`config.mk`:
```
export PLATFORM = sky130hd
export DESIGN_NAME = exc_vector_unit
export DESIGN_NICKNAME = d
export VERILOG_FILES = /design/src/rtl/exc_pkg.sv /design/src/rtl/exc_prio_sel.sv /design/src/rtl/exc_vec_map.sv /design/src/rtl/exc_vector_unit.sv
export SDC_FILE = /design/constraint.sdc
export NUM_CORES = 1
export LEC_CHECK = 0
export ABC_AREA = 1
export BUFFER_PORTS_ARGS = -buffer_cell sky130_fd_sc_hd__buf_4
export CAP_MARGIN = 40
export CORE_ASPECT_RATIO = 0.75
export CORE_MARGIN = 4
export CORE_UTILIZATION = 49
export DETAILED_ROUTE_END_ITERATION = 10
export GPL_TIMING_DRIVEN = 0
export MAX_ROUTING_LAYER = met4
export PLACE_DENSITY_LB_ADDON = 0.1
export SLEW_MARGIN = 10
export SYNTH_ARGS = -nofsm -noshare
export SYNTH_HDL_FRONTEND = slang
export SYNTH_HIERARCHICAL = 1
export SYNTH_SLANG_ARGS = --single-unit
export TNS_END_PERCENT = 20
```
`constraint.sdc`:
```
create_clock -name clk -period 2.1 [get_ports clk]
set_input_delay 0.42 -clock clk [delete_from_list [all_inputs] [get_ports clk]]
set_output_delay 0.42 -clock clk [all_outputs]
set_load 0.1 [all_outputs]
```
`src/rtl/exc_pkg.sv`:
```
package exc_pkg;
  typedef enum logic [2:0] {
    M_USR  = 3'd0,
    M_FAST = 3'd1,
    M_NORM = 3'd2,
    M_SUP  = 3'd3,
    M_ABT  = 3'd4,
    M_UND  = 3'd5
  } mode_e;

  typedef enum logic [2:0] {
    X_NONE, X_RESET, X_DABT, X_FAST, X_NORM, X_PABT, X_UNDEF, X_TRAP
  } exc_e;

  localparam int STW = 5;
endpackage

```
`src/rtl/exc_prio_sel.sv`:
```
module exc_prio_sel
  import exc_pkg::*;
(
  input  logic req_reset,
  input  logic req_dabt,
  input  logic req_fast,
  input  logic req_norm,
  input  logic req_pabt,
  input  logic req_trap,
  input  logic req_undef,
  input  logic mask_norm,
  input  logic mask_fast,
  output exc_e winner
);
  // Lowest priority first, each later test overrides.
  always_comb begin
    winner = X_NONE;
    if (req_trap)               winner = X_TRAP;
    if (req_undef)              winner = X_UNDEF;
    if (req_pabt)               winner = X_PABT;
    if (req_norm && !mask_norm) winner = X_NORM;
    if (req_fast && !mask_fast) winner = X_FAST;
    if (req_dabt)               winner = X_DABT;
    if (req_reset)              winner = X_RESET;
  end
endmodule

```
`src/rtl/exc_vec_map.sv`:
```
module exc_vec_map
  import exc_pkg::*;
#(
  parameter int AW = 32,
  parameter logic [AW-1:0] VEC_BASE = '0
) (
  input  exc_e          kind,
  output logic [AW-1:0] vec,
  output mode_e         mode,
  output logic          sets_fast
);
  logic [4:0] offs;

  always_comb begin
    offs      = 5'h00;
    mode      = M_SUP;
    sets_fast = 1'b0;
    unique case (kind)
      X_RESET: begin offs = 5'h00; mode = M_SUP;  sets_fast = 1'b1; end
      X_UNDEF: begin offs = 5'h04; mode = M_UND;  end
      X_TRAP:  begin offs = 5'h08; mode = M_SUP;  end
      X_PABT:  begin offs = 5'h0C; mode = M_ABT;  end
      X_DABT:  begin offs = 5'h10; mode = M_ABT;  end
      X_NORM:  begin offs = 5'h18; mode = M_NORM; end
      X_FAST:  begin offs = 5'h1C; mode = M_FAST; sets_fast = 1'b1; end
      default: begin offs = 5'h00; mode = M_SUP;  end
    endcase
  end

  assign vec = VEC_BASE + AW'(offs);
endmodule

```
`src/rtl/exc_vector_unit.sv`:
```
module exc_vector_unit
  import exc_pkg::*;
#(
  parameter int AW = 32,
  parameter logic [AW-1:0] VEC_BASE = '0
) (
  input  logic           clk,
  input  logic           rst,
  input  logic           req_reset,
  input  logic           req_dabt,
  input  logic           req_fast,
  input  logic           req_norm,
  input  logic           req_pabt,
  input  logic           req_trap,
  input  logic           req_undef,
  input  logic [AW-1:0]  ret_addr,
  input  logic           vec_ack,
  input  logic           exc_ret,
  input  logic [STW-1:0] ret_status,
  input  logic           flag_wr,
  input  logic           flag_wr_i,
  input  logic           flag_wr_f,
  output logic           take,
  output logic [AW-1:0]  vec_addr,
  output logic [STW-1:0] status_word,
  output logic           save_stat_we,
  output logic [STW-1:0] save_stat_val,
  output logic           save_link_we,
  output logic [AW-1:0]  save_link_val
);
  localparam logic [AW-1:0] VEC_FAST = VEC_BASE + AW'(28);
  localparam logic [AW-1:0] VEC_NORM = VEC_BASE + AW'(24);

  mode_e          mode_q;
  logic           mnorm_q, mfast_q, busy_q, take_q, init_q;
  logic [AW-1:0]  vec_q, link_q;
  logic [STW-1:0] sv_q;

  exc_e           win;
  logic [AW-1:0]  vec_n;
  mode_e          mode_n;
  logic           set_f;

  exc_prio_sel u_sel (
    .req_reset (req_reset), .req_dabt (req_dabt), .req_fast (req_fast),
    .req_norm  (req_norm),  .req_pabt (req_pabt), .req_trap (req_trap),
    .req_undef (req_undef), .mask_norm(mnorm_q),  .mask_fast(mfast_q),
    .winner    (win)
  );

  exc_vec_map #(.AW(AW), .VEC_BASE(VEC_BASE)) u_map (
    .kind(win), .vec(vec_n), .mode(mode_n), .sets_fast(set_f)
  );

  always_ff @(posedge clk) begin
    if (rst) begin
      mode_q  <= M_SUP;
      mnorm_q <= 1'b1;
      mfast_q <= 1'b1;
      busy_q  <= 1'b0;
      take_q  <= 1'b0;
      init_q  <= 1'b0;
      vec_q   <= '0;
      link_q  <= '0;
      sv_q    <= '0;
    end else begin
      init_q <= 1'b1;
      take_q <= 1'b0;
      if (busy_q) begin
        if (vec_ack) busy_q <= 1'b0;
      end else if (win != X_NONE) begin
        take_q  <= 1'b1;
        busy_q  <= 1'b1;
        vec_q   <= vec_n;
        sv_q    <= {mode_q, mnorm_q, mfast_q};
        link_q  <= ret_addr;
        mode_q  <= mode_n;
        mnorm_q <= 1'b1;
        if (set_f) mfast_q <= 1'b1;
      end else if (exc_ret) begin
        mode_q  <= mode_e'(ret_status[4:2]);
        mnorm_q <= ret_status[1];
        mfast_q <= ret_status[0];
      end else if (flag_wr && mode_q != M_USR) begin
        mnorm_q <= flag_wr_i;
        mfast_q <= flag_wr_f;
      end
    end
  end

  assign take          = take_q;
  assign vec_addr      = vec_q;
  assign status_word   = {mode_q, mnorm_q, mfast_q};
  assign save_stat_we  = take_q;
  assign save_stat_val = sv_q;
  assign save_link_we  = take_q;
  assign save_link_val = link_q;


  take_one_cycle_chk: assert property (@(posedge clk) disable iff (rst || !init_q)
    take |=> !take);


  entry_masks_norm_chk: assert property (@(posedge clk) disable iff (rst || !init_q)
    take |-> status_word[1]);


  saved_status_chk: assert property (@(posedge clk) disable iff (rst || !init_q)
    take |-> save_stat_val == $past(status_word));


  reset_wins_chk: assert property (@(posedge clk) disable iff (rst || !init_q)
    (take && $past(req_reset)) |-> vec_addr == VEC_BASE);


  fast_masked_chk: assert property (@(posedge clk) disable iff (rst || !init_q)
    (take && vec_addr == VEC_FAST) |-> !$past(status_word[0]));


  norm_masked_chk: assert property (@(posedge clk) disable iff (rst || !init_q)
    (take && vec_addr == VEC_NORM) |-> !$past(status_word[1]));


  fast_flag_kept_chk: assert property (@(posedge clk) disable iff (rst || !init_q)
    (take && vec_addr != VEC_FAST && vec_addr != VEC_BASE)
      |-> status_word[0] == $past(status_word[0]));


  user_flags_frozen_chk: assert property (@(posedge clk) disable iff (rst || !init_q)
    ($past(status_word[4:2]) == 3'd0 && !take && !$past(exc_ret))
      |-> status_word[1:0] == $past(status_word[1:0]));
endmodule

```
==> flow_summary_export.csv <==
group,metric,value,unit
synthesis,synthTopCellsByArea,"dfxtp_1 (48%), nor2_1 (17%), o21ai_0 (9.8%)",
timing,finalHoldViolCount,0,
place,dp_hpwl,5.85,mm
power_and_ir_drop,power_switching,2590,uW
timing,fin_setup_tns,0,ps
synthesis,postSynthCellCount,429,
cells_and_area,drive_gt1_share,34.5,%
setup_path,worstPathCellList,"inv_1 -> a21oi_2 -> nand2_1 -> a21oi_4 -> nor2_2 -> nand2_2 -> nand2_4 -> inv_2 -> buf_4 -> nor2_1 -> nor2_1",
cells_and_area,layoutNonFillerInstCount,681,
power_and_ir_drop,pwr-share-clk,19.6,%
synthesis,synth.avg_cell_area,7.41,um2
setup_path,worstPathArrival,2210,ps
cells_and_area,antenna_cells,0,
clock_tree,clockBufferDepth,2,
timing,skew,9.15,ps
worst_hold_path,hold_path_class,"input port to register",
detailed_routing,drt_iter0_drc,131,
setup_path,end_kind,"register",
global_routing,grt.overflow.total,0,
detailed_routing,drtAntennaViolNets,0,
setup_path,cpPeakStageDelay,410,ps
clock_tree,clkLatencyLatePin,350,ps
synthesis,synth_edf_count,0,
synthesis,syn_area,3180,um2
detailed_routing,routed_wirelength,7.60,mm
setup_path,reg2reg_setup_slack,170,ps
setup_path,critPathKind,"register to register",
synthesis,yosys_warnings,6,
setup_path,critPathRequiredTime,2390,ps
floorplanning,die_w,101,um
timing,fmax,519,MHz
setup_path,worstReg2RegStart,"mfast_q$_SDFFE_PP1P_",
detailed_routing,via_per_inst,4.48,
clock_tree,cts_tree,"built",
power_and_ir_drop,intPower,2640,uW
clock_tree,cts_setup_buffers,0,
detailed_routing,wire_per_inst,11.2,um
timing,min_period,1930,ps
clock_tree,cts_sinks,76,
run,maxCapViolations,0,
setup_path,timing.rr.end,"vec_addr[26]$_SDFFE_PP0P_",
run_status,status,"finished, final reports clean",
floorplanning,rows,25,
detailed_routing,dr.pass1.iters,4,
synthesis,netlist.area_leader.share,47.9,%
global_routing,grt_pass1_wl,12.4,mm
place,dp.cells,665,
synthesis,async_reset_ff_share,0,%
detailed_routing,vias,3054,
synthesis,synth.most_common_cell,"nor2_1",
power_and_ir_drop,power.share.sequential,33.5,%
timing,setup_viol,0,
global_routing,grtUsageTotal,20.3,%
setup_path,cp-start-kind,"register",
setup_path,critPathCapture,"vec_addr[26]$_SDFFE_PP0P_",
global_routing,grt_pass1_vias,2768,
clock_tree,cts_hold_repair.buffers,0,
setup_path,crit_top_cell,"nor2_1",
setup_path,path_max_fanout,10,
cells_and_area,area_delta_synth_final,42.9,%
power_and_ir_drop,p_sw_share,49.5,%
global_routing,grt_max_degree,16,
timing,fin_hold_ws,265,ps
synthesis,ys_types,24,
setup_path,crit_start,"mfast_q$_SDFFE_PP1P_",
floorplanning,die_area,7850,um2
synthesis,synthFlopType,"dfxtp_1",
cells_and_area,utilization,72.3,%
floorplanning,fp.coreArea,6290,um2
timing,drv_slew,0,
power_and_ir_drop,p_per_area,1150,nW/um2
synthesis,yosysTopAreaCell,"dfxtp_1",
cells_and_area,finalNetCount,646,
clock_tree,clockRootBuffer,"clkbuf_8",
place,port-buffer-count,127,
global_routing,antenna_found_initial,0,
floorplanning,io_pins,128,
floorplanning,die_y,77.8,um
synthesis,netlist_top_cells_count,"nor2_1 (145), dfxtp_1 (76), o21ai_0 (62)",
detailed_routing,drc_errors,0,
clock_tree,numCtsBuffers,9,
power_and_ir_drop,vdd_drop_max,0.647,mV
timing,fin_crit_sh,91.8,%
clock_tree,h-tree-depth,3,
floorplanning,initial_core_util,50.6,%
clock_tree,clk_pin_slew,80,ps
place,gp_congestion,0.804,
power_and_ir_drop,power,5220,uW
setup_path,ff2ff_path_depth,11,
setup_path,cpMaxStageDelayCell,"dfxtp_1",
power_and_ir_drop,pwr-share-comb,46.9,%
cells_and_area,nFillCells,545,
synthesis,ys_ff_latch,76,
power_and_ir_drop,p_leak,0.00236,uW
synthesis,synth-seq-area-share,47.9,%
sequential cells by signal, summed over array words and instances (netlist names):
signal	flops
save_link_we	1
mnorm_q	1
mode_q	3
vec_addr	32
save_stat_val	5
save_link_val	32
mfast_q	1
busy_q	1
critical path: cells and delay by family, from the launching register on:
kind                   cells  cell delay [ps]
AOI/OAI and AO/OA          2              430
buffers and inverters      3              440
DFF                        1              410
and+or+nand+nor            6              570
layout make-up:
type | instances | area [um2] | share of cell area [%]
Clock buffer | 9 | 124 | 2.73
Sequential cell | 76 | 1520 | 33.5
Inverter | 20 | 75.1 | 1.65
Tap cell | 81 | 101 | 2.23
Buffer | 54 | 374 | 8.23
Multi-Input combinational cell | 307 | 1340 | 29.5
Timing Repair Buffer | 127 | 953 | 21.0
Clock inverter | 7 | 56.3 | 1.24
placed cells by master, fill, tap and decap left out:
| master | synthesis | routed |
|---|---|---|
| buf_4 | 40 | 167 |
| nor2_1 | 145 | 145 |
| dfxtp_1 | 76 | 76 |
| o21ai_0 | 62 | 62 |
| conb_1 | 1 | 29 |
| nand2_1 | 29 | 28 |
| inv_1 | 14 | 14 |
| nand3_1 | 12 | 12 |
| o21ai_1 | 12 | 12 |
| clkbuf_8 | 0 | 9 |
| inv_2 | 6 | 6 |
| clkbuf_1 | 6 | 6 |
| buf_2 | 5 | 5 |
| inv_6 | 0 | 4 |
| a21oi_1 | 5 | 3 |
| o211ai_1 | 3 | 3 |
| nor2_2 | 2 | 2 |
| nand2_2 | 1 | 2 |
| buf_6 | 2 | 2 |
| or2_2 | 2 | 2 |
| a21oi_4 | 0 | 2 |
| nand2_4 | 1 | 1 |
| buf_1 | 1 | 1 |
| o22ai_1 | 1 | 1 |
| clkinv_4 | 0 | 1 |
| clkinv_2 | 0 | 1 |
| clkinvlp_4 | 0 | 1 |
| nand3_2 | 1 | 1 |
| or2_1 | 1 | 1 |
| a21oi_2 | 1 | 1 |
power groups by stage:
| stage | logic, uW | registers [uW] | clock network [uW] |
|---|---|---|---|
| after floorplan | 590 | 3120 | 0 |
| after global placement | 2430 | 1770 | 0 |
| after detailed placement | 2460 | 1780 | 0 |
| after CTS | 2460 | 1750 | 1060 |
| after global routing | 2580 | 1780 | 1130 |
| final | 2450 | 1750 | 1020 |
timing repair:
action                                  4_1_cts  5_1_grt
resized for setup                             0        5
hold endpoints to repair                      0        0
endpoints found under the setup margin        0       69
worst min path at each step:
stage | startpoint | endpoint | cells after the start
floorplan | mfast_q$_SDFFE_PP1P_ | mfast_q$_SDFFE_PP1P_ | 2
global placement | save_link_val[31]$_SDFFE_PP0P_ | save_link_val[31]$_SDFFE_PP0P_ | 2
detailed placement | vec_addr[15]$_SDFFE_PP0P_ | vec_addr[15]$_SDFFE_PP0P_ | 2
CTS | vec_ack | busy_q$_SDFF_PP0_ | 2
global route | vec_ack | busy_q$_SDFF_PP0_ | 2
finish | vec_ack | busy_q$_SDFF_PP0_ | 2
metal layers:
layer  global-route usage, %  wire (um)
met1                    23.9       3280
met2                    34.1       3770
met3                    6.02        515
met4                    5.18         41
met5                       -          0
kinds of logic after synthesis:
family,after synthesis,synth area share [%]
compound gates,84,13.6
buf+inv,74,14.1
flops,76,47.9
other cells,1,0.118
simple gates,194,24.3
metrics by stage:
stage	setup WS (ps)	area (um2)
floorplan	306	3280
global placement	85.3	4340
detailed placement	17.5	4340
CTS	62.8	4520
global route	-0.374	4540
finish	172	4540
Note: power is estimated with default switching activity, not from simulation.
